==> config.mk <==
export PLATFORM = sky130hd
export DESIGN_NAME = pcm_serial_port
export DESIGN_NICKNAME = d
export VERILOG_FILES = /design/src/rtl/pcm_port_pkg.sv /design/src/rtl/pcm_edge_det.sv /design/src/rtl/pcm_tx_serializer.sv /design/src/rtl/pcm_rx_deserializer.sv /design/src/rtl/pcm_serial_port.sv
export SDC_FILE = /design/constraint.sdc
export NUM_CORES = 1
export LEC_CHECK = 0
export BUFFER_PORTS_ARGS = -buffer_cell sky130_fd_sc_hd__clkbuf_2
export CORE_ASPECT_RATIO = 1.5
export CORE_MARGIN = 2
export CORE_UTILIZATION = 53
export CTS_CLUSTER_DIAMETER = 120
export DETAILED_ROUTE_END_ITERATION = 16
export PLACE_DENSITY = 0.75
export SLEW_MARGIN = 40
export SYNTH_ARGS = -nofsm -noshare
export SYNTH_HDL_FRONTEND = slang
export SYNTH_HIERARCHICAL = 1
export SYNTH_SLANG_ARGS = --single-unit
==> constraint.sdc <==
create_clock -name clk -period 2.65 [get_ports clk]
set_input_delay 0.1325 -clock clk [delete_from_list [all_inputs] [get_ports clk]]
set_output_delay 0.1325 -clock clk [all_outputs]
set_load 0.01 [all_outputs]
==> src/rtl/pcm_port_pkg.sv <==
package pcm_port_pkg;

  // Edge events of a signal sampled in the master-clock domain
  typedef struct packed {
    logic rise;
    logic fall;
  } edge_t;

  typedef enum logic {
    RATE_VARIABLE = 1'b0,
    RATE_FIXED    = 1'b1
  } rate_e;

endpackage

==> src/rtl/pcm_edge_det.sv <==
module pcm_edge_det
  import pcm_port_pkg::*;
(
  input  logic  clk,
  input  logic  rst_n,
  input  logic  sig,
  output edge_t ev
);

  logic sig_q;

  always_ff @(posedge clk or negedge rst_n) begin
    if (!rst_n) sig_q <= 1'b0;
    else        sig_q <= sig;
  end

  assign ev.rise = sig & ~sig_q;
  assign ev.fall = ~sig & sig_q;

endmodule

==> src/rtl/pcm_tx_serializer.sv <==
module pcm_tx_serializer
  import pcm_port_pkg::*;
#(
  parameter int LIN_W  = 13,
  parameter int VOL_W  = 3,
  parameter int COMP_W = 8
) (
  input  logic             clk,
  input  logic             rst_n,
  input  logic             fixed,
  input  logic             lin,
  input  edge_t            fs_ev,
  input  edge_t            dclk_ev,
  input  logic [LIN_W-1:0] sample,
  output logic             sdo,
  output logic             oe,
  output logic             slot_n
);

  localparam int FRAME_W = LIN_W + VOL_W;
  localparam int CNT_W   = $clog2(FRAME_W);
  localparam logic [CNT_W-1:0] LAST_LIN  = CNT_W'(FRAME_W - 1);
  localparam logic [CNT_W-1:0] LAST_COMP = CNT_W'(COMP_W - 1);

  logic               act_q,  act_d;
  logic               first_q, first_d;
  logic [CNT_W-1:0]   cnt_q,  cnt_d;
  logic [CNT_W-1:0]   last_q, last_d;
  logic [FRAME_W-1:0] sh_q,   sh_d;
  logic [FRAME_W-1:0] hold_q, hold_d;
  logic [FRAME_W-1:0] load_w;

  // Word image, MSB aligned; linear words carry zero padding
  always_comb begin
    if (lin) load_w = {sample, {VOL_W{1'b0}}};
    else     load_w = {sample[COMP_W-1:0], {(FRAME_W-COMP_W){1'b0}}};
  end

  always_comb begin
    act_d   = act_q;
    first_d = first_q;
    cnt_d   = cnt_q;
    last_d  = last_q;
    sh_d    = sh_q;
    hold_d  = hold_q;
    if (fs_ev.rise) begin
      act_d   = 1'b1;
      first_d = 1'b1;
      cnt_d   = '0;
      last_d  = lin ? LAST_LIN : LAST_COMP;
      sh_d    = load_w;
      hold_d  = load_w;
    end else if (fixed) begin
      if (act_q) begin
        if (cnt_q == last_q) begin
          act_d = 1'b0;
        end else begin
          sh_d  = sh_q << 1;
          cnt_d = cnt_q + 1'b1;
        end
      end
    end else if (fs_ev.fall) begin
      act_d = 1'b0;
    end else if (act_q) begin
      if (dclk_ev.fall) first_d = 1'b0;
      if (dclk_ev.rise && !first_q) begin
        if (cnt_q == last_q) begin
          sh_d  = hold_q;
          cnt_d = '0;
        end else begin
          sh_d  = sh_q << 1;
          cnt_d = cnt_q + 1'b1;
        end
      end
    end
  end

  always_ff @(posedge clk or negedge rst_n) begin
    if (!rst_n) begin
      act_q   <= 1'b0;
      first_q <= 1'b0;
      cnt_q   <= '0;
      last_q  <= '0;
      sh_q    <= '0;
      hold_q  <= '0;
    end else begin
      act_q   <= act_d;
      first_q <= first_d;
      cnt_q   <= cnt_d;
      last_q  <= last_d;
      sh_q    <= sh_d;
      hold_q  <= hold_d;
    end
  end

  assign sdo    = act_q & sh_q[FRAME_W-1];
  assign oe     = act_q;
  assign slot_n = ~(act_q & fixed);

  // a sampled frame-sync rise in fixed mode opens the slot next cycle
  a_r2_fixed_start: assert property (@(posedge clk) disable iff (!rst_n)
    (fixed && fs_ev.rise) |=> oe);

  // the strobe releases right after the last bit
  a_r4_slot_release: assert property (@(posedge clk) disable iff (!rst_n)
    (fixed && !slot_n && cnt_q == last_q && !fs_ev.rise) |=> slot_n);

  // variable mode output released after frame sync falls
  a_r7_var_release: assert property (@(posedge clk) disable iff (!rst_n)
    (!fixed && fs_ev.fall) |=> !oe);

  // padding bits of a linear word are zero
  a_r3_zero_pad: assert property (@(posedge clk) disable iff (!rst_n)
    (oe && last_q == LAST_LIN && cnt_q >= CNT_W'(LIN_W)) |-> !sdo);

endmodule

==> src/rtl/pcm_rx_deserializer.sv <==
module pcm_rx_deserializer
  import pcm_port_pkg::*;
#(
  parameter int LIN_W  = 13,
  parameter int VOL_W  = 3,
  parameter int COMP_W = 8
) (
  input  logic             clk,
  input  logic             rst_n,
  input  logic             fixed,
  input  logic             lin,
  input  logic             sdi,
  input  edge_t            fs_ev,
  input  edge_t            dclk_ev,
  output logic [LIN_W-1:0] rx_sample,
  output logic [VOL_W-1:0] rx_vol,
  output logic             rx_valid
);

  localparam int FRAME_W = LIN_W + VOL_W;
  localparam int RCNT_W  = $clog2(FRAME_W + 1);
  localparam logic [RCNT_W-1:0] NEED_LIN  = RCNT_W'(FRAME_W);
  localparam logic [RCNT_W-1:0] NEED_COMP = RCNT_W'(COMP_W);

  logic               busy_q, busy_d;
  logic               open_q, open_d;
  logic               armed_q, armed_d;
  logic [RCNT_W-1:0]  cnt_q, cnt_d;
  logic [RCNT_W-1:0]  need_q, need_d;
  logic               lin_q, lin_d;
  logic [FRAME_W-1:0] sh_q, sh_d;
  logic [FRAME_W-1:0] word_q, word_d;
  logic               wlin_q, wlin_d;
  logic               valid_q, emit;
  logic [FRAME_W-1:0] shifted;

  assign shifted = {sh_q[FRAME_W-2:0], sdi};

  always_comb begin
    busy_d  = busy_q;
    open_d  = open_q;
    armed_d = armed_q;
    cnt_d   = cnt_q;
    need_d  = need_q;
    lin_d   = lin_q;
    sh_d    = sh_q;
    word_d  = word_q;
    wlin_d  = wlin_q;
    emit    = 1'b0;
    if (fs_ev.rise) begin
      busy_d  = fixed;
      open_d  = ~fixed;
      armed_d = 1'b0;
      cnt_d   = '0;
      need_d  = lin ? NEED_LIN : NEED_COMP;
      lin_d   = lin;
    end else if (fixed) begin
      if (busy_q) begin
        sh_d = shifted;
        if (cnt_q == need_q - 1'b1) begin
          busy_d = 1'b0;
          emit   = 1'b1;
          word_d = shifted;
          wlin_d = lin_q;
        end else begin
          cnt_d = cnt_q + 1'b1;
        end
      end
    end else if (fs_ev.fall) begin
      open_d = 1'b0;
      if (open_q && cnt_q >= need_q) begin
        emit   = 1'b1;
        word_d = sh_q;
        wlin_d = lin_q;
      end
    end else if (open_q) begin
      if (dclk_ev.rise) begin
        armed_d = 1'b1;
      end else if (dclk_ev.fall && armed_q) begin
        armed_d = 1'b0;
        sh_d    = shifted;
        if (cnt_q != need_q) cnt_d = cnt_q + 1'b1;
      end
    end
  end

  always_ff @(posedge clk or negedge rst_n) begin
    if (!rst_n) begin
      busy_q  <= 1'b0;
      open_q  <= 1'b0;
      armed_q <= 1'b0;
      cnt_q   <= '0;
      need_q  <= '0;
      lin_q   <= 1'b0;
      sh_q    <= '0;
      word_q  <= '0;
      wlin_q  <= 1'b0;
      valid_q <= 1'b0;
    end else begin
      busy_q  <= busy_d;
      open_q  <= open_d;
      armed_q <= armed_d;
      cnt_q   <= cnt_d;
      need_q  <= need_d;
      lin_q   <= lin_d;
      sh_q    <= sh_d;
      word_q  <= word_d;
      wlin_q  <= wlin_d;
      valid_q <= emit;
    end
  end

  // Field split of the captured word
  always_comb begin
    if (wlin_q) begin
      rx_sample = word_q[FRAME_W-1:VOL_W];
      rx_vol    = word_q[VOL_W-1:0];
    end else begin
      rx_sample = LIN_W'(word_q[COMP_W-1:0]);
      rx_vol    = '0;
    end
  end

  assign rx_valid = valid_q;

  // one strobe per word
  a_r12_valid_pulse: assert property (@(posedge clk) disable iff (!rst_n)
    rx_valid |=> !rx_valid);

  // a variable-rate word is only reported on a frame-sync fall
  a_r9_var_emit: assert property (@(posedge clk) disable iff (!rst_n)
    (!fixed && !fs_ev.fall) |=> !rx_valid);

endmodule

==> src/rtl/pcm_serial_port.sv <==
module pcm_serial_port
  import pcm_port_pkg::*;
#(
  parameter int LIN_W  = 13,
  parameter int VOL_W  = 3,
  parameter int COMP_W = 8
) (
  input  logic             clk,
  input  logic             rst_n,
  input  logic             rate_fixed,
  input  logic             comp_sel,
  input  logic             tx_fs,
  input  logic             tx_dclk,
  input  logic [LIN_W-1:0] tx_sample,
  output logic             sdo,
  output logic             sdo_oe,
  output logic             slot_n,
  input  logic             rx_fs,
  input  logic             rx_dclk,
  input  logic             sdi,
  output logic [LIN_W-1:0] rx_sample,
  output logic [VOL_W-1:0] rx_vol,
  output logic             rx_valid
);

  localparam int N_EDGE = 4;
  localparam int I_TXFS = 0;
  localparam int I_TXDC = 1;
  localparam int I_RXFS = 2;
  localparam int I_RXDC = 3;

  logic [1:0]        rst_sync_q;
  logic              rst_n_i;
  logic [N_EDGE-1:0] edge_in;
  edge_t             ev [N_EDGE];
  rate_e             mode;
  logic              lin;

  // Asynchronous assert, synchronous release
  always_ff @(posedge clk or negedge rst_n) begin
    if (!rst_n) rst_sync_q <= 2'b00;
    else        rst_sync_q <= {rst_sync_q[0], 1'b1};
  end
  assign rst_n_i = rst_sync_q[1];

  assign mode = rate_e'(rate_fixed);
  assign lin  = ~comp_sel;

  assign edge_in[I_TXFS] = tx_fs;
  assign edge_in[I_TXDC] = tx_dclk;
  assign edge_in[I_RXFS] = rx_fs;
  assign edge_in[I_RXDC] = rx_dclk;

  for (genvar g = 0; g < N_EDGE; g++) begin : g_edge
    pcm_edge_det u_edge (
      .clk   (clk),
      .rst_n (rst_n_i),
      .sig   (edge_in[g]),
      .ev    (ev[g])
    );
  end

  pcm_tx_serializer #(
    .LIN_W  (LIN_W),
    .VOL_W  (VOL_W),
    .COMP_W (COMP_W)
  ) u_tx (
    .clk     (clk),
    .rst_n   (rst_n_i),
    .fixed   (mode == RATE_FIXED),
    .lin     (lin),
    .fs_ev   (ev[I_TXFS]),
    .dclk_ev (ev[I_TXDC]),
    .sample  (tx_sample),
    .sdo     (sdo),
    .oe      (sdo_oe),
    .slot_n  (slot_n)
  );

  pcm_rx_deserializer #(
    .LIN_W  (LIN_W),
    .VOL_W  (VOL_W),
    .COMP_W (COMP_W)
  ) u_rx (
    .clk       (clk),
    .rst_n     (rst_n_i),
    .fixed     (mode == RATE_FIXED),
    .lin       (lin),
    .sdi       (sdi),
    .fs_ev     (ev[I_RXFS]),
    .dclk_ev   (ev[I_RXDC]),
    .rx_sample (rx_sample),
    .rx_vol    (rx_vol),
    .rx_valid  (rx_valid)
  );

  // the strobe is never driven in variable-rate mode
  a_r7_slot_var_idle: assert property (@(posedge clk) disable iff (!rst_n_i)
    (!rate_fixed && $stable(rate_fixed)) |=> (slot_n || rate_fixed));

endmodule

* Word level (Yosys, flattened, before mapping)
Cells that the tools add are included.
** Storage, ports and cells
- Register bits after elaboration :: 96
- Bits of input ports :: 22
- Output and inout port bits :: 20
- Logic and storage cells :: 165
** Operators by class
- Add/sub/neg operators :: 3
- Order comparisons :: 1
- Equality and inequality tests :: 17
- Multiplexer cells :: 75
- Bitwise gates (word level) :: 22
- Reduce and logical (&&, ||, !) cells :: 26
** Operator list (number)
- $mux 16 :: 20
- $mux 5 :: 10
- $mux 4 :: 9
- $mux 1 :: 34
- $reduce_bool 2->1 :: 9
- $reduce_bool 3->1 :: 6
- $mux 13 :: 1
- $ne 2x1->1 const B :: 6
- $not 1->1 :: 12
- $reduce_and 4->1 :: 3
- $and 1x1->1 :: 10
- $ne 3x2->1 const B :: 3
- $reduce_and 7->1 :: 1
- $ne 3x3->1 const B :: 2
- $reduce_and 6->1 :: 1
- $add 5x1->5 const B :: 1
- $eq 5x5->1 :: 1
- $ge 5x5->1 :: 1
- $ne 5x5->1 :: 1
- $reduce_and 5->1 :: 1
- $sub 5x1->5 const B :: 1
- $add 4x1->4 const B :: 1
- $eq 4x4->1 :: 1
- $ne 2x2->1 const B :: 2
- other kinds (5) :: 7

* Logic depth before layout (Yosys ltp)
Gate-level depths: netlist (run 1).
- Depth after elaboration :: 9
- Depth in mapped cells :: 7

* Cells and area by module
Netlist (run 1), hierarchy kept.
** By module, submodules not included
- pcm_rx_deserializer :: instances 1, cells each 173, area an instance 2296.0 um^2
- pcm_tx_serializer :: instances 1, cells each 184, area an instance 1819.2 um^2
- pcm_edge_det :: instances 4, cells each 3, area an instance 40.0 um^2
- pcm_serial_port :: instances 1, cells each 4, area an instance 57.6 um^2

* Least setup slack after synthesis (run 1)
OpenSTA, ideal clock, no wires.
- Path type :: flip-flop to flip-flop
- Start point :: register u_rx.cnt_q[3]
- End point :: register u_rx.word_q[10]
- Setup time :: 0.125 ns
- Arrival time :: 1.991 ns
- Required time :: 2.525 ns
- Setup slack :: 0.534 ns
- Cell stages (with the launch flop) :: 8
- Buffers on the path :: 1
- Clock period less this slack :: 2.116 ns
- Cell sequence :: dfrtp_1 -> inv_1 -> ha_1 -> and3b_1 -> nand3_2 -> a221oi_4 -> buf_12 -> mux2_4
** Between the ends
- Cells in the longest elaborated chain, start to end :: 4
** RTL lines
- start, declared :: RTL line pcm_rx_deserializer.sv:28 : logic [RCNT_W-1:0] cnt_q, cnt_d;
- start signal, assigned :: RTL line pcm_rx_deserializer.sv:103 : cnt_q <= cnt_d;
- $ge 5x5->1 :: RTL line pcm_rx_deserializer.sv:71 : if (open_q && cnt_q >= need_q) begin
- $logic_and 1x1->1 :: RTL line pcm_rx_deserializer.sv:71
- $reduce_bool 2->1 (no source line)
- $reduce_and 5->1 (no source line) (*)
- end signal, assigned :: RTL line pcm_rx_deserializer.sv:107 : word_q <= word_d;
- end, declared :: RTL line pcm_rx_deserializer.sv:32 : logic [FRAME_W-1:0] word_q, word_d;
Mark *: on every way between the ends. The rest lies on a longest branch, timed or not.
A chain may end at the register's enable or synchronous reset.

* Worst setup path in the final report (run 1)
- Start point :: register u_rx.cnt_q[3]
- End point :: register u_rx.word_q[2]
The elaborated chain is that of the path after synthesis.

==> results summary, run 1 <==
The run finished with clean final reports. Of the total synthesized cell area, the portion taken by full adders, half adders and majority gates is 0.0144. The share of the synthesized area in compound gates (AO/OA/AOI/OAI) is 0.104. The initial utilization of the core area, before any placement, comes to 0.544. The final net count is 451.

The repair_antennas step left the layout with diodes totalling 0. The pin count of the biggest net entering global routing is 32. Counting flops and latches in the post-synthesis netlist gives 84. The post-detailed-placement cell area came out at between 4000 and 5000 um2. The critical path starts at u_rx/cnt_q[3]. The data required time of the worst path is 2.87 ns. The tree is rooted in a clkbuf_16. The period utilization came out at 0.848. The number of global-route vias before repair was around 3000.

The fraction of synthesized cell area in xor and xnor cells came out at 0.00780. The cell with the most instances after synthesis is dfrtp_1. The cell count after synthesis is between 300 and 400. The overall global routing resource usage is 0.212. The maximum clock rate is around 440 MHz.

The final-layout worst hold slack is 0.0376 ns. The count of H-tree levels built during CTS is 3. Across the run, the number of max-cap violations was 0.

Setup repair after global routing left no endpoint under its margin. The remaining global-route overflow is 0. In this run the vertical extent of the chip is around 110 um. The post-synth net total came out at 400. The count of final max-slew check failures is 0. The simple-gate portion of the synthesized area came out at 0.126.

The vias per cell is around 5.6. Of the post-synthesis cell area, the dominant cell type holds 0.485. In the final routed layout, each cell accounts on average for about 16 um.

The synthesized area divided by synthesized cell count is 11.6 um2. Sorting the synthesized cells by area gives the leading types as dfrtp_1 (49%), mux2_2 (16%), mux2_4 (3.1%). The first routing iteration left between 150 and 200 violations.

The first TritonRoute pass finished after 4 iterations. The portion of netlist area occupied by mux cells came out at 0.220. The total routed wirelength came out at ~8700 um. The total power of the final layout is between 3 and 4 mW. Leaving out filler cells and counting taps, the final layout contains ~530.

The post-route cell area came out at 5010 um2. The number of enable-type register cells in the synthesized netlist came out at 0. The data arrival time of the critical path came out at ~2.5 ns.

The worst slack after detailed placement came out at approximately 0.43 ns. The min-delay analysis places its worst path in the category primary input to flop. The fraction of final layout cells sized beyond drive strength 1 came out at 0.359. The worst setup path category is flop to flop. The clock-pin slew of the registers on the worst-case setup and hold paths came out at about 0.060 ns. The die width is approximately 78 um. The total CTS buffers came out at 9.

By count the netlist is led by dfrtp_1 (84), mux2_2 (61), nor2_1 (23), a21oi_1 (22), nand3_1 (16). TritonCTS built the clock tree. The half-perimeter wire length of the detailed placement result is around 5900 um. Setup violations remaining at the end of the flow were counted as 0.

The total power per unit cell area came out at 776 nW/um2. The count of unresolved DRC violations after routing is 0. Post-CTS repair changed the size of 0 cells.

The number of placed I/O pins is 42. The worst pin sits at a relative slew slack of 0.519. The slew of the pin with the lowest slew margin is around 0.72 ns. The CTS sink count came out at 84. The routed layout has 2993 vias. At the end of routability-driven placement, the weighted congestion stood at 0.867. Clock skew on the completed layout was measured at roughly 0.011 ns.

The netlist uses 52 different library cells. The start point of the worst min-delay path is sdi. The standard cell core area is about 8000 um2.

For this run, the leading register cell type out of synthesis is dfrtp_1. The clock reaches the later pin of the worst-skew pair after ~0.34 ns. After floorplanning, the core was divided into 40 placement rows. The startpoint of the lowest-slack register-to-register path is u_rx/cnt_q[3]. The count of final hold-check violations is 0. The instance count after placement with tap cells included is ~500. The combinational family with the most area after synthesis is multiplexers.

The global-route wire length before repair came out at between 10000 and 15000 um. STA classifies the critical path endpoint as a flop. The share of flip-flops with an asynchronous set or reset after synthesis is 1.00. The synthesis-to-layout area growth came out at 15.7%. The maximum number of buffers from clock root to sink is 2. The post-route antenna net violation count came out at 0. The utilization after layout is 0.630. The floorplan die area came out at 8930 um2. The peak ir drop on the vdd network is 0.000623 V. The number of warning messages in the yosys log came out at 6. The setup TNS came out at 0 ns.

STA classifies the critical path startpoint as a flop. The initial antenna violation count was 0. The biggest area contributor in the post-synthesis netlist is dfrtp_1. The final worst setup slack is approximately 0.4 ns.

The count of buffers added on input and output ports is just over 40. The leakage power is between 2 and 2.5 nW. The largest fanout on the critical path came out at 18. The post-synthesis cell area came out at roughly 4300 um2. The final critical-path required period is 2.25 ns. The part of the Yosys area used for sequential elements is 0.485.
logic make-up after synthesis:
logic type               count (synthesis)
adder cells (fa/ha/maj)                  5
XOR/XNOR                                 2
AO/OA/AOI/OAI                           64
other                                    1
AND/OR/NAND/NOR                        100
buffers and inverters                   34
flip-flops                              84
multiplexers                            83
cells in the final DEF (no fill, tap or decap), drive strengths merged, types with 6 or more instances in the layout:
cell type,n
o21ai,11
mux2,70
o2bb2ai,8
and2,11
a211oi,6
mux2i,13
dfrtp,84
nor2b,10
clkbuf,53
a21oi,23
inv,15
buf,13
nand2,15
nand3,17
nor2,23
critical path: stages, from the launching register on:
cell      delay [ns]
dfrtp_1         0.37
inv_1           0.07
ha_1            0.32
and3b_1         0.28
nand3_2         0.12
a221oi_4        0.27
buf_4           0.33
mux2_2          0.37
final timing paths:
path	slack (ns)	endpoint	cells after the start
hold reg to reg	0.24	u_tx/hold_q[6]	0
min in group asynchronous	0.11	rst_sync_q[0]	2
setup / recovery	0.40	u_rx/word_q[2]	7
max in group asynchronous	1.93	g_edge[0].u_edge/sig_q	1
setup reg to reg	0.40	u_rx/word_q[2]	7
hold / removal	0.04	u_rx/sh_q[0]	2
registers in the layout, summed over array words and instances, names as in the netlist, 2 cells and up:
signal,count
u_tx/hold_q,13
u_tx/cnt_q,4
u_rx/need_q,2
u_rx/cnt_q,5
u_tx/last_q,2
u_tx/sh_q,13
g_edge.u_edge/sig_q,4
rst_sync_q,2
u_rx/sh_q,16
u_rx/word_q,16
cell type report:
cell class                 instances  area (um2)
fill                             637        2950
clock inverter                     4        51.3
tap                              105         131
multi-input combinational        255        2050
clock buffer                      12         236
timing repair buffer              59         378
sequential                        84        2110
inverter                          15        56.3
where the power goes:
part | leakage [nW] | switching (mW) | internal, mW | total, mW
combinational | 1.15 | 0.397 | 0.492 | 0.889
clock | 0.137 | 0.488 | 0.731 | 1.22
sequential | 1.06 | 0.238 | 1.54 | 1.78
metal layers:
layer / vias up / part of all wire / GRT usage
met5: - / 0 / 0
met4: 0 / 0.032 / 0.138
met3: 19 / 0.030 / 0.0243
met2: 55 / 0.53 / 0.366
met1: 1486 / 0.41 / 0.250
li1: 1433 / - / -
timing repair:
action                                 CTS  global route
hold buffers                             5             0
buffers inserted                         0             0
endpoints found under the hold margin    6             0
No activity file was read; power rests on OpenSTA's default activity.
==> run 2, diff against run 1 <==
--- a/config.mk
+++ b/config.mk
@@ -8,10 +8,10 @@
 export BUFFER_PORTS_ARGS = -buffer_cell sky130_fd_sc_hd__clkbuf_2
 export CORE_ASPECT_RATIO = 1.5
 export CORE_MARGIN = 2
-export CORE_UTILIZATION = 53
+export CORE_UTILIZATION = 59
 export CTS_CLUSTER_DIAMETER = 120
 export DETAILED_ROUTE_END_ITERATION = 16
-export PLACE_DENSITY = 0.75
+export PLACE_DENSITY = 0.8
 export SLEW_MARGIN = 40
 export SYNTH_ARGS = -nofsm -noshare
 export SYNTH_HDL_FRONTEND = slang
==> constraint.sdc (replaced) <==
create_clock -name clk -period 2.1 [get_ports clk]
set_input_delay 0.105 -clock clk [delete_from_list [all_inputs] [get_ports clk]]
set_output_delay 0.105 -clock clk [all_outputs]
set_load 0.01 [all_outputs]
==> run 2 against run 1 <==
Effect of this change: design area increased by 0.77%; first-iteration DRC count down 25%; global-route usage rose by 2.8 points; critical path type unchanged; register-to-register slack got worse by 0.35 ns.
==> results summary, run 2 (same netlist as run 1, synthesis figures left out) <==
Setup repair after global routing could not meet its margin everywhere. The die covers 8060 um2. The number of fillers in the final layout came out at approximately 500. The site row count came out at 38. The first global-routing pass estimated 14700 um of wire. The data arrival time of the critical path is approximately 2.3 ns. The count of final hold-check violations is 0. The area taken by multi-input logic gates came out at ~2100 um2. The synthesis-to-layout area growth is 16.5%. The post-route cell area came out at slightly above 5000 um2.

The initial standard-cell utilization of the core is 0.604. The vias per cell came out at 5.57. The CTS tree is yes.

Global routing finished with a remaining overflow of 0. The die is about 110 um tall. The core region is between 7000 and 8000 um2. The maximum number of buffers from clock root to sink is 2.

The setup skew after layout came out at about 0.0083 ns. The final critical-path required period is slightly above 2 ns. The hold path depth came out at 3. The CTS sink count is 84.

In the global route stage, met1 resource usage came out at 0.275. The worst relative slew slack came out at 0.511. The final standard cell count with taps included and fillers excluded is ~540.

The post-detailed-placement cell area came out at around 4700 um2. The buffer cell driving the clock tree root is clkbuf_8. The class of the most critical hold timing path is primary input to flop. The final-layout worst hold slack is about 0.028 ns.

The clock-pin slew of the registers on the worst-case setup and hold paths is about 0.080 ns. After global routing, the most crowded layer is met2. The pin count of the biggest net entering global routing came out at just over 70. The worst setup path category is flop to flop.

The commonest non-fill, non-tap cell in the layout is dfrtp_1. The total power per unit cell area came out at around 900 nW/um2. The number of global-route vias before repair came out at around 3200.

For the worst-skew pair, the clock arrives at the later sink with an insertion delay of roughly 0.36 ns. The count of max-cap constraint violations came out at 0. The maximum clock rate is roughly 490 MHz. In the layout the commonest cells are dfrtp_1 (83), mux2_2 (61), clkbuf_2 (41), nor2_1 (23), a21oi_1 (22).

The number of cell instances on the worst register-to-register path is 7. The count of buffers added on input and output ports is between 40 and 50. The period utilization is 0.976.

The number of placed I/O pins is 42. For the pin with the worst max-slew slack, the measured transition is between 0.7 and 0.8 ns. The global routing usage on met3 is 0.0314. The count of unresolved DRC violations after routing came out at 0. The vias after detailed routing came out at approximately 3000. The floorplan step set the die width to roughly 74 um.

The post-route antenna net violation count came out at 0. The total CTS buffers is 9. The count of final max-slew check failures came out at 0. The fraction of final layout cells sized beyond drive strength 1 came out at 0.381. The total routed wirelength is 8770 um.

The total iterations of the first detailed-routing run is 4. Once detailed placement completed, the half-perimeter wirelength came to 5880 um. At the end of routability-driven placement, the weighted congestion stood at roughly 0.87.

The utilization after layout came out at 0.703. The data required time of the worst path is approximately 2.4 ns. In the final layout, the registers with the most flip-flops are u_rx/sh_q: 16 flops, u_rx/word_q: 16 flops.

The antenna diode instance count is 0. The number of placed instances, taps included, is 508. The worst setup path is launched from a flop. The final net count came out at between 400 and 500. The area used by sequential logic in the layout is 2110 um2.

The met2 global-route usage is 0.426. The flow ran to the end, and the final reports show no timing, DRC or antenna violations. In this run the number of H-tree levels came out at 3. The element type at the critical path end is a flop.

Along the worst path, the maximum fanout reaches 9. The wire length per cell after detailed routing came out at about 16 um. The analysis attributes to cell leakage a power of between 2 and 2.5 nW.

The peak ir drop on the vdd network is ~0.00063 V. The total setup violations reported at the end of the flow is 0. The overall global routing resource usage came out at 0.240. For this block, the initial DRC count from the detailed router was about 150. The initial antenna violation count came out at 0.
run 2: cell count changes in the layout (fill, tap and decap cells not counted), moves of 2 or more:
cell       before  now
clkbuf_1        3    1
clkbuf_8        0    9
buf_4          11   13
clkbuf_16       9    0
buf_12          2    5
run 2: report_power, final:
| group | leakage (nW) | switching, mW | internal [mW] | total (mW) |
|---|---|---|---|---|
| Sequential | 1.06 | 0.284 | 1.94 | 2.23 |
| Combinational | 1.21 | 0.536 | 0.667 | 1.20 |
| Clock | 0.0927 | 0.580 | 0.549 | 1.13 |
| Total | 2.36 | 1.40 | 3.16 | 4.56 |
run 2: path summary, 6_finish.rpt:
check                                   start             end  slack, ns
max in group asynchronous       rst_sync_q[1]    u_rx/sh_q[4]       1.33
worst max register to register  u_rx/cnt_q[3]  u_rx/word_q[7]       0.05
worst max-delay path            u_rx/cnt_q[3]  u_rx/word_q[7]       0.05
worst min-delay path             tx_sample[1]  u_tx/hold_q[4]       0.03
worst min register to register  rst_sync_q[1]     u_rx/busy_q       0.16
min in group asynchronous               rst_n   rst_sync_q[0]       0.08
run 2: final cells by class:
cell class / instances / share of cell area
clock inverter: 6 / 0.0126
timing repair buffer: 66 / 0.0981
clock buffer: 10 / 0.0253
inverter: 15 / 0.0111
tap: 100 / 0.0248
sequential: 84 / 0.417
multi-input combinational: 255 / 0.411
run 2: metal layers:
metal,vias up,part of all wire
met5,-,0
met4,0,0.027
met3,18,0.026
met2,72,0.54
met1,1462,0.41
li1,1436,-
run 2: per-stage QoR:
| stage | total power, mW | TNS [ns] | setup WS, ns |
|---|---|---|---|
| final | 4.56 | 0 | 0.0511 |
| after detailed placement | 3.43 | 0 | 0.0307 |
| after global routing | 4.82 | -0.112 | -0.0200 |
| after CTS | 4.59 | 0 | 0.0102 |
| after global placement | 3.36 | 0 | 0.108 |
| after floorplan | 3.04 | 0 | 0.0133 |
run 2: what timing repair did:
item                                    CTS  global route
hold buffers                              6             0
setup buffers                             4             2
gates resized for setup                   2             2
gates cloned                              1             0
endpoints found under the hold margin     7             0
pin swaps                                 1             3
endpoints found under the setup margin    1            21
run 2: critical path, cell delays in order, from the launching register on:
cell and delay, ns:
dfrtp_1 0.40, inv_2 0.09, ha_4 0.20, and3b_1 0.24
nand3_2 0.11, a221oi_4 0.28, bufbuf_16 0.33, mux2_4 0.30
